$ cat src/rtl/glyph_ser_pkg.sv
package glyph_ser_pkg;
    localparam int ASCII_W = 7;
    localparam int CODE_W  = 6;
    localparam int ROW_W   = 3;
    localparam int DOT_W   = 5;
    localparam int SHIFT_W = 8;

    typedef enum logic [0:0] {
        SER_IDLE  = 1'b0,
        SER_SHIFT = 1'b1
    } ser_state_e;

    localparam logic [CODE_W-1:0] CODE_AT    = 6'h00;
    localparam logic [CODE_W-1:0] CODE_SPACE = 6'h20;
endpackage

$ cat src/rtl/glyph_code_fold.sv
module glyph_code_fold #(
    parameter int ASCII_W = glyph_ser_pkg::ASCII_W,
    parameter int CODE_W  = glyph_ser_pkg::CODE_W
) (
    input  logic [ASCII_W-1:0] ascii,
    input  logic               flip_top,
    output logic [CODE_W-1:0]  code
);
    localparam int LOW_W = CODE_W - 1;

    always_comb begin
        code[LOW_W-1:0] = ascii[LOW_W-1:0];
        code[CODE_W-1]  = ~ascii[ASCII_W-1] ^ flip_top;
    end
endmodule

$ cat src/rtl/glyph_rom.sv
module glyph_rom #(
    parameter int CODE_W    = glyph_ser_pkg::CODE_W,
    parameter int ROW_W     = glyph_ser_pkg::ROW_W,
    parameter int DOT_W     = glyph_ser_pkg::DOT_W,
    parameter int BLANK_ROW = 7
) (
    input  logic [CODE_W-1:0] code,
    input  logic [ROW_W-1:0]  row,
    output logic [DOT_W-1:0]  dots
);
    import glyph_ser_pkg::*;

    localparam int ROW_STEP = 7;
    localparam int DOT_MOD  = 1 << DOT_W;

    int unsigned synth_val;

    always_comb begin
        synth_val = (int'(code) + ROW_STEP * int'(row)) % DOT_MOD;
        if (row == ROW_W'(BLANK_ROW)) begin
            dots = '0;
        end else if (code == CODE_SPACE) begin
            dots = '0;
        end else if (code == CODE_AT) begin
            unique case (row)
                3'd0:    dots = 5'h0E;
                3'd1:    dots = 5'h11;
                3'd2:    dots = 5'h17;
                3'd3:    dots = 5'h15;
                3'd4:    dots = 5'h17;
                3'd5:    dots = 5'h10;
                3'd6:    dots = 5'h0F;
                default: dots = '0;
            endcase
        end else begin
            dots = synth_val[DOT_W-1:0];
        end
    end
endmodule

$ cat src/rtl/blink_divider.sv
module blink_divider #(
    parameter int BLINK_HALF = 1789772
) (
    input  logic clk,
    input  logic rst_n,
    output logic phase,
    output logic wrap
);
    localparam int CNT_W = (BLINK_HALF > 2) ? $clog2(BLINK_HALF) : 1;
    localparam logic [CNT_W-1:0] LAST = CNT_W'(BLINK_HALF - 1);

    logic [CNT_W-1:0] cnt;

    assign wrap = (cnt == LAST);

    always_ff @(posedge clk or negedge rst_n) begin
        if (!rst_n) begin
            cnt   <= '0;
            phase <= 1'b0;
        end else if (wrap) begin
            cnt   <= '0;
            phase <= ~phase;
        end else begin
            cnt   <= cnt + 1'b1;
        end
    end
endmodule

$ cat src/rtl/pixel_shifter.sv
module pixel_shifter #(
    parameter int DOT_W   = glyph_ser_pkg::DOT_W,
    parameter int SHIFT_W = glyph_ser_pkg::SHIFT_W
) (
    input  logic                       clk,
    input  logic                       rst_n,
    input  logic                       load,
    input  logic [DOT_W-1:0]           dots,
    output logic                       pixel,
    output logic                       busy,
    output logic [$clog2(SHIFT_W)-1:0] dot_idx
);
    import glyph_ser_pkg::*;

    localparam int IDX_W = $clog2(SHIFT_W);
    localparam int PAD_W = SHIFT_W - DOT_W;
    localparam logic [IDX_W-1:0] LAST = IDX_W'(SHIFT_W - 1);

    ser_state_e         state, state_nx;
    logic [SHIFT_W-1:0] shreg;

    // state register
    always_ff @(posedge clk or negedge rst_n) begin
        if (!rst_n) state <= SER_IDLE;
        else        state <= state_nx;
    end

    // transitions: start, reload, drain
    always_comb begin
        state_nx = state;
        unique case (state)
            SER_IDLE:  if (load) state_nx = SER_SHIFT;
            SER_SHIFT: if (!load && dot_idx == LAST) state_nx = SER_IDLE;
            default:   state_nx = SER_IDLE;
        endcase
    end

    // datapath
    always_ff @(posedge clk or negedge rst_n) begin
        if (!rst_n) begin
            shreg   <= '0;
            dot_idx <= '0;
        end else if (load) begin
            shreg   <= {dots, {PAD_W{1'b0}}};
            dot_idx <= '0;
        end else if (state == SER_SHIFT) begin
            shreg   <= shreg << 1;
            dot_idx <= (dot_idx == LAST) ? '0 : dot_idx + 1'b1;
        end
    end

    // outputs
    always_comb begin
        unique case (state)
            SER_SHIFT: pixel = shreg[SHIFT_W-1];
            default:   pixel = 1'b0;
        endcase
        busy = (state == SER_SHIFT);
    end
endmodule

$ cat src/rtl/glyph_pixel_serializer.sv
module glyph_pixel_serializer #(
    parameter int BLINK_HALF = 1789772,
    parameter int BLANK_ROW  = 7
) (
    input  logic       clk,
    input  logic       rst_n,
    input  logic [6:0] ascii_in,
    input  logic [2:0] scan_row,
    input  logic       cursor_here,
    input  logic       blink_en,
    input  logic       load_stb,
    output logic       pixel_out
);
    import glyph_ser_pkg::*;

    localparam int IDX_W = $clog2(SHIFT_W);

    logic              blink_phase, blink_wrap;
    logic              flip;
    logic [CODE_W-1:0] code;
    logic [DOT_W-1:0]  dots;
    logic              ser_busy;
    logic [IDX_W-1:0]  ser_idx;

    blink_divider #(.BLINK_HALF(BLINK_HALF)) u_blink (
        .clk(clk), .rst_n(rst_n), .phase(blink_phase), .wrap(blink_wrap)
    );

    assign flip = cursor_here & blink_en & blink_phase;

    glyph_code_fold #(.ASCII_W(ASCII_W), .CODE_W(CODE_W)) u_fold (
        .ascii(ascii_in), .flip_top(flip), .code(code)
    );

    glyph_rom #(.CODE_W(CODE_W), .ROW_W(ROW_W), .DOT_W(DOT_W),
                .BLANK_ROW(BLANK_ROW)) u_rom (
        .code(code), .row(scan_row), .dots(dots)
    );

    pixel_shifter #(.DOT_W(DOT_W), .SHIFT_W(SHIFT_W)) u_shift (
        .clk(clk), .rst_n(rst_n), .load(load_stb), .dots(dots),
        .pixel(pixel_out), .busy(ser_busy), .dot_idx(ser_idx)
    );
endmodule

$ cat config.mk
export PLATFORM = sky130hd
export DESIGN_NAME = glyph_pixel_serializer
export DESIGN_NICKNAME = d
export VERILOG_FILES = /design/src/rtl/glyph_ser_pkg.sv /design/src/rtl/glyph_code_fold.sv /design/src/rtl/glyph_rom.sv /design/src/rtl/blink_divider.sv /design/src/rtl/pixel_shifter.sv /design/src/rtl/glyph_pixel_serializer.sv
export SDC_FILE = /design/constraint.sdc
export NUM_CORES = 1
export LEC_CHECK = 0
export ABC_AREA = 1
export BUFFER_PORTS_ARGS = -buffer_cell sky130_fd_sc_hd__buf_2
export CORE_ASPECT_RATIO = 0.8
export CORE_UTILIZATION = 54
export CTS_BUF_LIST = sky130_fd_sc_hd__clkbuf_8
export DETAILED_ROUTE_END_ITERATION = 12
export PLACE_DENSITY = 0.75
export SLEW_MARGIN = 5
export SYNTH_ARGS = -nofsm -noshare
export SYNTH_HDL_FRONTEND = slang
export SYNTH_SLANG_ARGS = --single-unit
$ cat constraint.sdc
create_clock -name clk -period 1.4 [get_ports clk]
set_input_delay 0.07 -clock clk [delete_from_list [all_inputs] [get_ports clk]]
set_output_delay 0.07 -clock clk [all_outputs]
set_load 0.02 [all_outputs]
Yosys cells after proc, flatten, opt, wreduce, memory -nomap -nowiden
Cells that the tools add are included.

Input bits: 15. Bits in registers: 34. Output and inout port bits: 1.

Muxes and demuxes: 14. $add $sub $neg: 3. Multipliers: 1. Bitwise logic cells: 6. Reduce and logical (&&, ||, !) cells: 6. Eq/ne operators: 10.

Operators with widths (number): $pmux W5 S6 (1); $add A21 B1 Y21 const B (1); $eq A21 B21 Y1 const B (1); $mux W21 (1); $mux W8 (2); $eq A3 B3 Y1 const B (5); $mux W5 (3); $mux W3 (3); $eq A3 B2 Y1 const B (2); $eq A6 B6 Y1 const B (1); $logic_not A6 Y1 (1); $add A5 B5 Y5 (1); $mul A3 B3 Y5 const A (1); $add A3 B1 Y3 const B (1); $eq A3 B1 Y1 const B (1); $logic_not A3 Y1 (1); $mux W1 (3); $not A1 Y1 (3); $and A1 B1 Y1 (2); $pmux W1 S2 (1); $reduce_bool A2 Y1 (1); $reduce_or A2 Y1 (1); $logic_and A1 B1 Y1 (1); $logic_not A1 Y1 (1); $xor A1 B1 Y1 (1).

Longest topological paths before layout
Gate-level depths: netlist of the first run.

Depth in word-level cells: 8. Depth in mapped cells: 13.

By module
Synthesis of the first run repeated with hierarchy kept, for this count alone.

Cells, all modules: 309. Area total of the unflattened synthesis: 2247.2 um^2.

Modules (own cells, without submodules): blink_divider (times used 1, area an instance 1268.7 um^2, sequential area each 550.5 um^2, cells each 175); glyph_rom (times used 1, area an instance 490.5 um^2, sequential area each 0.0 um^2, cells each 74); pixel_shifter (times used 1, area an instance 417.9 um^2, sequential area each 225.2 um^2, cells each 47); glyph_code_fold (times used 1, area an instance 56.3 um^2, sequential area each 0.0 um^2, cells each 10); glyph_pixel_serializer (times used 1, area an instance 13.8 um^2, sequential area each 0.0 um^2, cells each 3).

Least setup slack after synthesis of the first run
Ideal clock, no wire load.

Path type: input to register. Start point: input port scan_row[0]. End point: register u_shift.shreg[6]. Arrival: 1.925 ns. Setup time: 0.117 ns. Data required time: 1.283 ns. Buffers on the path: 0. Stages on the path: 10. Setup slack: -0.641 ns. Cells stage by stage: fa_1 fa_1 fa_1 xor2_1 nand2_1 nand2_1 nand2_1 nand2_1 nand2_1 nand2_1.

Longest elaborated chain between the ends: 7. Elaborated cells on any way between the ends: 16.

RTL lines: start, declared (RTL line glyph_pixel_serializer.sv:8) `input logic [2:0] scan_row,`; branches (longest 5 deep; another with $mul A3 B3 Y5); $mux W5 (*) (RTL line glyph_rom.sv:20) `if (row == ROW_W'(BLANK_ROW)) begin`; $mux W8 (*) (RTL line pixel_shifter.sv:43) `end else if (load) begin`; end signal, assigned (RTL line pixel_shifter.sv:44) `shreg <= {dots, {PAD_W{1'b0}}};`; end signal, assigned (RTL line pixel_shifter.sv:47) `shreg <= shreg << 1;`; end, declared (RTL line pixel_shifter.sv:20) `logic [SHIFT_W-1:0] shreg;`.

Mark *: on every way between the ends. A chain may end at the register's enable or synchronous reset.

Worst setup path after layout of the first run
Start point: input port scan_row[2]. End point: register u_shift.shreg[5].

The elaborated chain is that of the path after synthesis.

==> impl_summary.log, run 1 <==
[metrics] number of distinct library cells after synthesis: 24
[metrics] core footprint: 3850 um^2
[metrics] number of warning messages in the yosys log: 0
[metrics] Setup Skew: 0.00536 ns
[metrics] worst hold path type: in -> reg
[metrics] dpl cells: 393
[metrics] area of combinational cells with multiple inputs: 1370 um^2
[metrics] worst supply voltage drop on vdd: 0.528 mV
[metrics] Die Width: 73.4 um
[metrics] DRC Markers: 0
[metrics] number of max-slew violations in the final report: 0
[metrics] number of global-route vias before repair: 1,836
[metrics] logic depth of the worst register-to-register path: 7
[metrics] Detail Route Antenna Nets: 0
[metrics] initial core utilization: 57.1%
[metrics] Cell Area, Synth: 2200 um^2
[metrics] First-pass DRT Iterations: 5
[metrics] clock tree buffer depth: 2
[metrics] routability cong.: 0.876
[metrics] Static Leakage: 1.53 nW
[metrics] cell count after synthesis: 301
[metrics] final non-filler cell total: 415
[metrics] post-layout minimum cycle time: 1.90 ns
[metrics] worst reg2reg path endpoint: u_blink.cnt[2]
[metrics] I/O Pins: 16
[metrics] leading cell types in the layout, fill and taps excluded: 75 x sky130_fd_sc_hd__nand2_1, 43 x sky130_fd_sc_hd__inv_1, 32 x sky130_fd_sc_hd__nor2_1, 29 x sky130_fd_sc_hd__buf_4, 28 x sky130_fd_sc_hd__dfrtp_1
[metrics] drt wl/cell: 14.3 um
[metrics] root buf cell: sky130_fd_sc_hd__clkbuf_8
[metrics] Worst Max-Slew Pin Slew: 0.374 ns
[metrics] Critical Setup Path Class: in -> reg
[metrics] maximum level of the CTS H-tree: 2
[metrics] largest driver fanout on the critical path: 2
[metrics] number of antenna violations at the first check in global routing: 0
[metrics] critical path startpoint category: primary input
[metrics] hold path endpoint: u_shift.dot_idx[0]
[metrics] global-route wire length before repair: 8.58 mm
[metrics] Routed Wire Length: 5.94 mm
[metrics] die outline height: 59.1 um
[metrics] count of state elements after synthesis: 31
[metrics] FP Rows: 20
[metrics] GRT Resource Usage Total: 26.9%
[metrics] largest net degree at the start of global routing: 18
[metrics] Hold Crit Depth: 2
[metrics] Main synth FF type: sky130_fd_sc_hd__dfrtp_1
[metrics] setup repair after global routing missed its margin: yes
[metrics] count of filler cells inserted in the layout: 278
[metrics] launch instance of the worst min-delay path: load_stb
[metrics] diode insertion count for antenna repair: 0
[metrics] Syn Area/Cell: 7.32 um^2
[metrics] FF-to-FF setup slack: -0.05 ns
[metrics] final net count: 391
[metrics] power density relative to cell area: 711 nW/um^2
[metrics] fraction of layout cells with a size suffix above 1: 31.4%
[metrics] post-synthesis sequential area ratio: 35.2%
[metrics] beginning of the worst register-to-register path: u_blink.cnt[19]
[metrics] final hold vios: 0
[metrics] clock transition at the register clock pins on the worst setup and hold paths after CTS: 0.06 ns
[metrics] WP data arrival: 2.12 ns
[metrics] maxcap violations: 0
[metrics] number of buffers added on ports: 14
[metrics] # clock sinks: 31
[metrics] number of CTS-inserted buffers: 5
[metrics] clock tree from TritonCTS: built
[metrics] number of flops mapped to enable cells by yosys: 0
[metrics] Fmax achieved: 0.525 GHz
[metrics] result of the run: complete, but fails checks
[metrics] most common cell after layout, fill and taps aside: sky130_fd_sc_hd__nand2_1
[metrics] nature of the critical path endpoint: flop
[metrics] drt first-iter violations: 294
[metrics] clock latency reported for the late side of the worst-skew pair: 0.29 ns
[metrics] share of the clock period used by the worst path after layout: 136%
[metrics] die area: 4340 um^2
[metrics] relative max-transition margin: 75.1%
[metrics] HPWL after detailed placement: 3.92 mm
[metrics] minimum setup slack in the final design: -0.503 ns
[metrics] register area: 779 um^2
[metrics] violations in the final reports: negative setup slack
[metrics] endpoints failing setup: 8
[metrics] fraction of the core area covered by cells at the end of the flow: 75.4%
[metrics] Critical Path RT: 1.62 ns
[metrics] ys async rst share: 100%
[metrics] drt via density: 5.27
[metrics] gr ovfl total: 0
[metrics] Syn Nets: 333
[metrics] area growth from synthesis to final layout: 31.9%
[metrics] routed vias: 2,189
## layout make-up
class | instances | area share [%]
clock buffers | 5 | 2.37
clock inverters | 3 | 0.431
inverters | 49 | 6.33
multi-input cells | 220 | 47.1
flip-flops and latches | 31 | 26.8
well taps | 55 | 2.37
repair buffers | 52 | 14.5
## flip-flops by register name (all words and copies together) (netlist names)
signal           flops
u_shift.dot_idx      3
u_blink.cnt         21
u_shift.busy         1
u_shift.shreg        5
u_blink.phase        1
## synth_stat cells, drive strengths merged (3+ instances only)
library cell	instances	share of area, %
nor3	7	2.3
xnor2	3	1.2
xor2	10	4.0
nand4	11	3.1
fa	4	3.6
inv	49	8.4
nand3	22	5.0
nor2	52	11
ha	13	7.4
dfrtp	31	35
or2	3	0.85
o21ai	6	1.4
a21oi	3	0.68
nand2	82	14
## per-layer routing
metal  track usage, %  share of wire, %  wire length (um)  vias up
met3             4.59               7.9               472       15
met4             9.07               2.3               134        0
met5                0                 0                 0        -
met1             41.9                45              2690     1017
li1                 -                 -                 -     1053
met2             37.3                44              2640      104
## worst max-delay path by stage
| stage | cells after the start | from | end |
|---|---|---|---|
| detailed placement | 10 | scan_row[2] | u_shift.shreg[5] |
| CTS | 10 | scan_row[2] | u_shift.shreg[5] |
| floorplan | 9 | scan_row[2] | u_shift.shreg[5] |
| global placement | 10 | scan_row[2] | u_shift.shreg[5] |
| global route | 10 | scan_row[2] | u_shift.shreg[5] |
| finish | 10 | scan_row[2] | u_shift.shreg[5] |
## worst max-delay path: stages
cell and delay [ns]:
sky130_fd_sc_hd__buf_8 0.10, sky130_fd_sc_hd__fa_1 0.56, sky130_fd_sc_hd__fa_1 0.46, sky130_fd_sc_hd__fa_2 0.55
sky130_fd_sc_hd__inv_2 0.03, sky130_fd_sc_hd__nand2_1 0.05, sky130_fd_sc_hd__inv_1 0.04, sky130_fd_sc_hd__nor2_1 0.09
sky130_fd_sc_hd__nand2_1 0.06, sky130_fd_sc_hd__a21oi_2 0.11
## timing repair
action | 4_1_cts | 5_1_grt
setup endpoints to repair | 6 | 23
pin swaps | 6 | 22
endpoints found under the hold margin | 14 | 0
hold buffers | 1 | 0
setup buffers | 1 | 12
resized for setup | 13 | 40
## cells by family after synthesis
group | Yosys count | synth area share [%]
compound gates | 11 | 2.67
xor+xnor | 13 | 5.17
fa+ha+maj | 17 | 11.0
buf+inv | 50 | 9.26
flops | 31 | 35.2
simple gates | 179 | 36.6
## where the power goes
group          switching (mW)  leakage (nW)  total, mW  internal, mW
Combinational           0.243          1.08      0.435         0.192
Sequential             0.0236         0.400      0.958         0.934
Clock                   0.339        0.0505      0.673         0.334
Total                   0.606          1.53       2.07          1.46
## metrics by stage
stage	area [um^2]	hold slack, ns	TNS (ns)	worst slack [ns]	total power [mW]
floorplan	2200	-0.226	-1.76	-0.632	1.21
global placement	2520	0.000618	-2.61	-0.798	1.33
detailed placement	2520	0.0132	-2.88	-0.849	1.35
CTS	2670	0.00316	-1.35	-0.479	2.04
global route	2900	0.00709	-2.38	-0.557	2.17
finish	2900	0.0162	-1.55	-0.503	2.07
(Power assumes the default switching activity.)
==> inputs of run 2 (changes only) <==
SYNTH_HIERARCHICAL = 1   (was not set)
==> run 2 against run 1 <==
The run still ends with negative setup slack left. Hold slack better by 0.074 ns. Power up 2.4%. Critical endpoint is now u_shift/shreg[7]. Largest power group unchanged. Clock skew about the same. Maximum frequency down 2.4%.
==> impl_summary.log, run 2 <==
[metrics] maximum level of the CTS H-tree: 2
[metrics] relative max-transition margin: 55.0%
[metrics] violations in the final reports: negative setup slack
[metrics] Hold Slack: 0.0906 ns
[metrics] drt wl/cell: 13.3 um
[metrics] endpoints failing setup: 9
[metrics] Critical Path RT: 1.57 ns
[metrics] Syn Nets: 341
[metrics] setup repair after global routing missed its margin: yes
[metrics] post-layout total power: 2.12 mW
[metrics] FP Rows: 20
[metrics] met3 Resource Use GR: 5.23%
[metrics] logic depth of the worst register-to-register path: 15
[metrics] # clock sinks: 31
[metrics] count of state elements after synthesis: 31
[metrics] Main synth FF type: sky130_fd_sc_hd__dfrtp_1
[metrics] number of max-slew violations in the final report: 0
[metrics] result of the run: complete, but fails checks
[metrics] WP data arrival: 2.12 ns
[metrics] Static Leakage: 1.37 nW
[metrics] worst supply voltage drop on vdd: 0.465 mV
[metrics] Fmax achieved: 0.513 GHz
[metrics] clock latency reported for the late side of the worst-skew pair: 0.29 ns
[metrics] cell with the most instances after synthesis: sky130_fd_sc_hd__nand2_1
[metrics] critical-path cell with the highest stage delay: sky130_fd_sc_hd__fa_1
[metrics] cells traversed along the worst timing path: buf_8 > fa_1 > fa_1 > ha_1 > nand3_1 > nand3_2 > nand3_2 > nand3_2 > nand2_1 > inv_1 > nand2_1 > nand3_1
[metrics] cell count after synthesis: 309
[metrics] diode insertion count for antenna repair: 0
[metrics] DRC Markers: 0
[metrics] area growth from synthesis to final layout: 20.7%
[metrics] routed vias: 2,067
[metrics] drt via density: 5.17
[metrics] most common cell after layout, fill and taps aside: sky130_fd_sc_hd__nand2_1
[metrics] GRT Resource Usage Total: 25.7%
[metrics] clock transition at the register clock pins on the worst setup and hold paths after CTS: 0.07 ns
[metrics] leading cell types in the layout, fill and taps excluded: 71 x sky130_fd_sc_hd__nand2_1, 43 x sky130_fd_sc_hd__inv_1, 43 x sky130_fd_sc_hd__nor2_1, 28 x sky130_fd_sc_hd__dfrtp_1, 27 x sky130_fd_sc_hd__nand3_1
[metrics] I/O Pins: 16
[metrics] post-layout minimum cycle time: 1.95 ns
[metrics] launch instance of the worst min-delay path: load_stb
[metrics] GR peak layer: met1
[metrics] worst hold path type: in -> reg
[metrics] FF-to-FF setup slack: -0.12 ns
[metrics] routability cong.: 0.907
[metrics] beginning of the worst register-to-register path: u_blink/phase
[metrics] global-route wire length before repair: 8.36 mm
[metrics] root buf cell: sky130_fd_sc_hd__clkbuf_8
[metrics] power density relative to cell area: 780 nW/um^2
[metrics] initial core utilization: 57.9%
[metrics] hold path endpoint: u_shift/shreg[3]
[metrics] largest net degree at the start of global routing: 32
[metrics] die outline height: 59.7 um
[metrics] Worst Max-Slew Pin Slew: 0.675 ns
[metrics] largest registers: u_blink/cnt (21), u_shift/shreg (5), u_shift/dot_idx (3)
[metrics] final non-filler cell total: 400
[metrics] nature of the critical path endpoint: flop
[metrics] Hold Crit Depth: 3
[metrics] cell type with the highest aggregate area in the netlist: sky130_fd_sc_hd__dfrtp_1
[metrics] Routed Wire Length: 5.34 mm
[metrics] share of the clock period used by the worst path after layout: 139%
[metrics] max incr delay on CP: 0.56 ns
[metrics] minimum setup slack in the final design: -0.550 ns
[metrics] clock tree from TritonCTS: built
[metrics] register with the most flip-flops: u_blink/cnt
[metrics] maxcap violations: 0
[metrics] fraction of layout cells with a size suffix above 1: 25.8%
[metrics] Die Width: 74.1 um
[metrics] drt first-iter violations: 153
[metrics] Setup Skew: 0.00495 ns
[metrics] largest driver fanout on the critical path: 2
[metrics] die area: 4430 um^2
[metrics] gr ovfl total: 0
[metrics] Critical Setup Path Class: in -> reg
[metrics] fraction of the core area covered by cells at the end of the flow: 69.9%
[metrics] met2 usage: 36.5%
[metrics] clock tree buffer depth: 2
[metrics] worst path buffer plus inverter count: 2
[metrics] First-pass DRT Iterations: 5
[metrics] top-area cell type share of the netlist area: 34.5%
[metrics] final net count: 377
[metrics] critical path startpoint category: primary input
[metrics] Detail Route Antenna Nets: 0
[metrics] CP dominant cell by count: sky130_fd_sc_hd__nand3_2
[metrics] number of global-route vias before repair: 1,885
[metrics] worst reg2reg path endpoint: u_shift/shreg[7]
[metrics] final hold vios: 0
[metrics] dpl cells: 387
[metrics] max FFs per register: 21
[metrics] family with the most delay on the worst path: adder cells
[metrics] number of CTS-inserted buffers: 5
[metrics] number of warning messages in the yosys log: 6
[metrics] number of flops mapped to enable cells by yosys: 0
[metrics] Cell Area, Synth: 2250 um^2
[metrics] global-route met1 utilization: 37.0%
[metrics] Syn Area/Cell: 7.27 um^2
[metrics] HPWL after detailed placement: 3.68 mm
[metrics] top cells by area, synth: sky130_fd_sc_hd__dfrtp_1 35%, sky130_fd_sc_hd__nand2_1 13%, sky130_fd_sc_hd__nor2_1 8.5%
[metrics] post-synthesis sequential area ratio: 34.5%
[metrics] Non-Filler Cell Area, Final: 2710 um^2
[metrics] number of buffers added on ports: 14
[metrics] ys async rst share: 100%
[metrics] count of filler cells inserted in the layout: 300
[metrics] number of antenna violations at the first check in global routing: 0
[metrics] number of distinct library cells after synthesis: 27
[metrics] list of most frequent post-synthesis cells: 75 x sky130_fd_sc_hd__nand2_1, 51 x sky130_fd_sc_hd__nor2_1, 46 x sky130_fd_sc_hd__inv_1, 34 x sky130_fd_sc_hd__nand3_1, 31 x sky130_fd_sc_hd__dfrtp_1
[metrics] core footprint: 3880 um^2
[metrics] Post-Place Cell Area: 2450 um^2
## run 2: layout make-up
type / count / area [um^2] / area share [%]
Multi-Input combinational cell: 223 / 1340 / 49.6
Sequential cell: 31 / 779 / 28.7
Timing Repair Buffer: 35 / 246 / 9.09
Inverter: 49 / 185 / 6.83
Clock buffer: 6 / 82.6 / 3.05
Tap cell: 55 / 68.8 / 2.54
Clock inverter: 1 / 5.00 / 0.185
## run 2: routing by layer
layer	vias up	routed length, um
met5	-	0
met2	91	2320
met1	931	2510
met4	0	140
met3	17	363
li1	1028	-
## run 2: worst max-delay path by stage
stage                     start          endpoint  slack [ns]  depth (start not counted)
finish              scan_row[0]  u_shift/shreg[7]       -0.55                         12
global route        scan_row[0]  u_shift/shreg[7]       -0.58                         13
CTS                 scan_row[0]  u_shift/shreg[7]       -0.44                         13
detailed placement  scan_row[2]  u_shift/shreg[7]       -0.84                         13
global placement    scan_row[2]  u_shift/shreg[7]       -0.75                         13
floorplan           scan_row[2]  u_shift/shreg[7]       -0.56                         12
## run 2: cell families (layout without fill, tap and decap cells)
logic type | Yosys count | after routing | synth area share [%]
xor+xnor | 13 | 13 | 5.07
fa+ha+maj | 17 | 17 | 10.8
buf+inv | 55 | 91 | 10.5
flops | 31 | 31 | 34.5
compound gates | 12 | 12 | 3.45
simple gates | 181 | 181 | 35.6
## run 2: through the flow
stage	setup TNS, ns	setup WS, ns
floorplan	-1.68	-0.565
global placement	-2.44	-0.746
detailed placement	-2.70	-0.838
CTS	-1.24	-0.439
global route	-2.23	-0.576
finish	-1.50	-0.550
## run 2: worst reg2reg max path, stage by stage (launching register included)
cell                      delay (ns)
sky130_fd_sc_hd__dfrtp_1        0.34
sky130_fd_sc_hd__inv_1          0.05
sky130_fd_sc_hd__nor2_2         0.11
sky130_fd_sc_hd__inv_1          0.04
sky130_fd_sc_hd__nand2_1        0.05
sky130_fd_sc_hd__nand2_1        0.06
sky130_fd_sc_hd__inv_1          0.06
sky130_fd_sc_hd__nand2_2        0.06
sky130_fd_sc_hd__nor2_4         0.20
sky130_fd_sc_hd__nand3_2        0.08
sky130_fd_sc_hd__nand2_1        0.07
sky130_fd_sc_hd__inv_1          0.05
sky130_fd_sc_hd__nand2_1        0.07
sky130_fd_sc_hd__inv_1          0.05
sky130_fd_sc_hd__nand2_1        0.05
sky130_fd_sc_hd__nand3_1        0.07
## run 2: what timing repair did
item,4_1_cts,5_1_grt
hold buffers,1,0
gates cloned,0,0
endpoints found under the setup margin,5,22
resized for setup,10,28
endpoints found under the hold margin,31,0
setup buffers,1,4
pin swaps,10,7
## run 2: report_power, final
part / leakage (nW) / internal (mW) / switching, mW / total [mW]
clock network: 0.0470 / 0.385 / 0.341 / 0.726
logic: 0.922 / 0.190 / 0.242 / 0.431
registers: 0.401 / 0.935 / 0.0241 / 0.959
total: 1.37 / 1.51 / 0.606 / 2.12
==> inputs of run 3 (changes only) <==
CORE_ASPECT_RATIO = not set   (was 0.8)
SETUP_SLACK_MARGIN = 0.1   (was not set)
==> run 3 against run 2 <==
The flow still finishes with violations (negative setup slack). Register-to-register slack better by 0.03 ns. Routed wire length is 3.6% lower. Sequential cell count unchanged. Clock power is 14% lower. Via count increased by 0.82%. Count of clock-buffer cells in the layout is 1 lower. Non-clock buffer count rose by 11. Global-route usage down 1.9 points. Largest power group unchanged.
==> impl_summary.log, run 3 (synthesized netlist as in run 2, its figures left out) <==
[metrics] result of the run: complete, but fails checks
[metrics] violations in the final reports: negative setup slack
[metrics] fraction of layout cells with a size suffix above 1: 33.0%
[metrics] DRC Markers: 0
[metrics] final net count: 388
[metrics] gr ovfl total: 0
[metrics] clock latency reported for the late side of the worst-skew pair: 0.28 ns
[metrics] share of the clock period used by the worst path after layout: 133%
[metrics] I/O Pins: 16
[metrics] Critical Setup Path Class: in -> reg
[metrics] HPWL after detailed placement: 3.37 mm
[metrics] setup repair after global routing missed its margin: yes
[metrics] area growth from synthesis to final layout: 28.0%
[metrics] drt wl/cell: 12.7 um
[metrics] register with the most flip-flops: u_blink/cnt
[metrics] root buf cell: sky130_fd_sc_hd__clkbuf_8
[metrics] routability cong.: 0.859
[metrics] Setup WS pre-CTS: -0.804 ns
[metrics] critical path startpoint category: primary input
[metrics] count of filler cells inserted in the layout: 296
[metrics] max FFs per register: 21
[metrics] die area: 4420 um^2
[metrics] leading cell types in the layout, fill and taps excluded: 69 x sky130_fd_sc_hd__nand2_1, 38 x sky130_fd_sc_hd__inv_1, 38 x sky130_fd_sc_hd__nor2_1, 27 x sky130_fd_sc_hd__buf_4, 26 x sky130_fd_sc_hd__dfrtp_1
[metrics] number of max-slew violations in the final report: 0
[metrics] largest driver fanout on the critical path: 2
[metrics] core footprint: 4000 um^2
[metrics] power density relative to cell area: 690 nW/um^2
[metrics] maximum level of the CTS H-tree: 2
[metrics] worst hold path type: in -> reg
[metrics] Detail Route Antenna Nets: 0
[metrics] Static Leakage: 1.42 nW
[metrics] critical-path cell with the highest stage delay: sky130_fd_sc_hd__fa_1
[metrics] number of buffers added on ports: 14
[metrics] nature of the critical path endpoint: flop
[metrics] Worst Max-Slew Pin Slew: 0.694 ns
[metrics] CP dominant cell by count: sky130_fd_sc_hd__nand2_1
[metrics] minimum setup slack in the final design: -0.464 ns
[metrics] Setup Skew: 0.00473 ns
[metrics] diode insertion count for antenna repair: 0
[metrics] FP Rows: 23
[metrics] drt first-iter violations: 181
[metrics] number of CTS-inserted buffers: 5
[metrics] routed vias: 2,084
[metrics] largest net degree at the start of global routing: 32
[metrics] Clk pwr share: 31.3%
[metrics] largest registers: u_blink/cnt (21), u_shift/shreg (5), u_shift/dot_idx (3)
[metrics] worst supply voltage drop on vdd: 0.441 mV
[metrics] Critical Path RT: 1.56 ns
[metrics] relative max-transition margin: 53.8%
[metrics] sw frac: 27.4%
[metrics] most common cell after layout, fill and taps aside: sky130_fd_sc_hd__nand2_1
[metrics] initial core utilization: 56.2%
[metrics] clock tree from TritonCTS: built
[metrics] Flop pwr share: 48.2%
[metrics] Die Width: 66.5 um
[metrics] global-route wire length before repair: 8.03 mm
[metrics] GRT Resource Usage Total: 23.8%
[metrics] Int Power: 1.44 mW
[metrics] clock tree buffer depth: 2
[metrics] combinational share of power: 20.5%
[metrics] number of global-route vias before repair: 1,856
[metrics] final hold vios: 0
[metrics] max incr delay on CP: 0.54 ns
[metrics] drt via density: 5.15
[metrics] maxcap violations: 0
[metrics] clock transition at the register clock pins on the worst setup and hold paths after CTS: 0.05 ns
[metrics] Fmax achieved: 0.536 GHz
[metrics] post-layout total power: 1.98 mW
[metrics] Routed Wire Length: 5.14 mm
[metrics] # clock sinks: 31
[metrics] die outline height: 66.5 um
[metrics] number of antenna violations at the first check in global routing: 0
[metrics] total net switching power: 544 uW
[metrics] cells traversed along the worst timing path: buf_6 > fa_1 > fa_1 > ha_1 > nand3_2 > nand3_2 > inv_1 > nand2_1 > nand3_1 > nand2_1 > inv_1 > nand2_1 > nand3_1
[metrics] post-layout minimum cycle time: 1.86 ns
[metrics] WP data arrival: 2.02 ns
[metrics] First-pass DRT Iterations: 4
[metrics] endpoints failing setup: 6
-- run 3: changes by cell type in the layout (fill, tap and decap cells not counted), sizes merged --
cell	delta
buf	+11
clkinv	-2
inv	+2
clkbuf	-1
-- run 3: final timing paths --
path / slack (ns) / from / end / cells past startpoint
worst min-delay path: 0.09 / load_stb / u_shift/shreg[3] / 3
worst max register to register: -0.09 / u_blink/phase / u_shift/shreg[6] / 13
worst max-delay path: -0.46 / scan_row[0] / u_shift/shreg[7] / 13
worst min register to register: 0.48 / u_shift/shreg[6] / u_shift/shreg[6] / 2
max in group asynchronous: 0.54 / rst_n / u_blink/cnt[4] / 2
min in group asynchronous: 0.37 / rst_n / u_blink/cnt[11] / 2
-- run 3: final cells by class --
cell class	instances	area [um^2]	share of cell area [%]
Clock buffer	5	68.8	2.39
Clock inverter	1	3.75	0.131
Inverter	49	191	6.66
Multi-Input combinational cell	223	1420	49.4
Sequential cell	31	782	27.2
Tap cell	50	62.6	2.18
Timing Repair Buffer	46	347	12.1
-- run 3: through the flow --
step / cells / instance area (um^2) / TNS, ns / hold WS (ns) / util, %
after floorplan: 309 / 2260 / -1.68 / -0.226 / -
after global placement: 380 / 2440 / -2.50 / 0.151 / 61.1
after detailed placement: 380 / 2440 / -2.71 / 0.158 / 61.1
after CTS: 394 / 2640 / -1.34 / 0.0950 / 66.0
after global routing: 405 / 2880 / -2.45 / 0.137 / 71.9
final: 405 / 2880 / -1.41 / 0.0923 / 71.9
-- run 3: power by group through the flow --
| stage | sequential (mW) | combinational [mW] | clock, mW |
|---|---|---|---|
| final | 0.957 | 0.408 | 0.621 |
| after global routing | 0.962 | 0.464 | 0.672 |
| after CTS | 0.957 | 0.397 | 0.641 |
| after detailed placement | 0.973 | 0.372 | 0 |
| after global placement | 0.971 | 0.359 | 0 |
| after floorplan | 0.967 | 0.260 | 0 |
-- run 3: timing repair --
| item | 4_1_cts | 5_1_grt |
|---|---|---|
| hold endpoints to repair | 31 | 0 |
| cloned | 0 | 0 |
| gates resized for setup | 21 | 43 |
| pin swaps | 17 | 35 |
| setup endpoints to repair | 18 | 25 |
| buffers inserted | 7 | 12 |
| hold buffers | 1 | 0 |
-- run 3: worst max-delay path, delay by kind of cell --
| family | cells | cell delay (ns) |
|---|---|---|
| adder cells (fa/ha/maj) | 3 | 1.35 |
| buffers and inverters | 3 | 0.17 |
| AND/OR/NAND/NOR | 7 | 0.43 |
-- run 3: per-layer routing --
| layer | vias up | GRT usage (%) | wire (um) |
|---|---|---|---|
| li1 | 1045 | - | - |
| met1 | 957 | 32.6 | 2340 |
| met2 | 64 | 38.0 | 2450 |
| met3 | 18 | 4.45 | 224 |
| met4 | 0 | 7.18 | 127 |
| met5 | - | 0 | 0 |
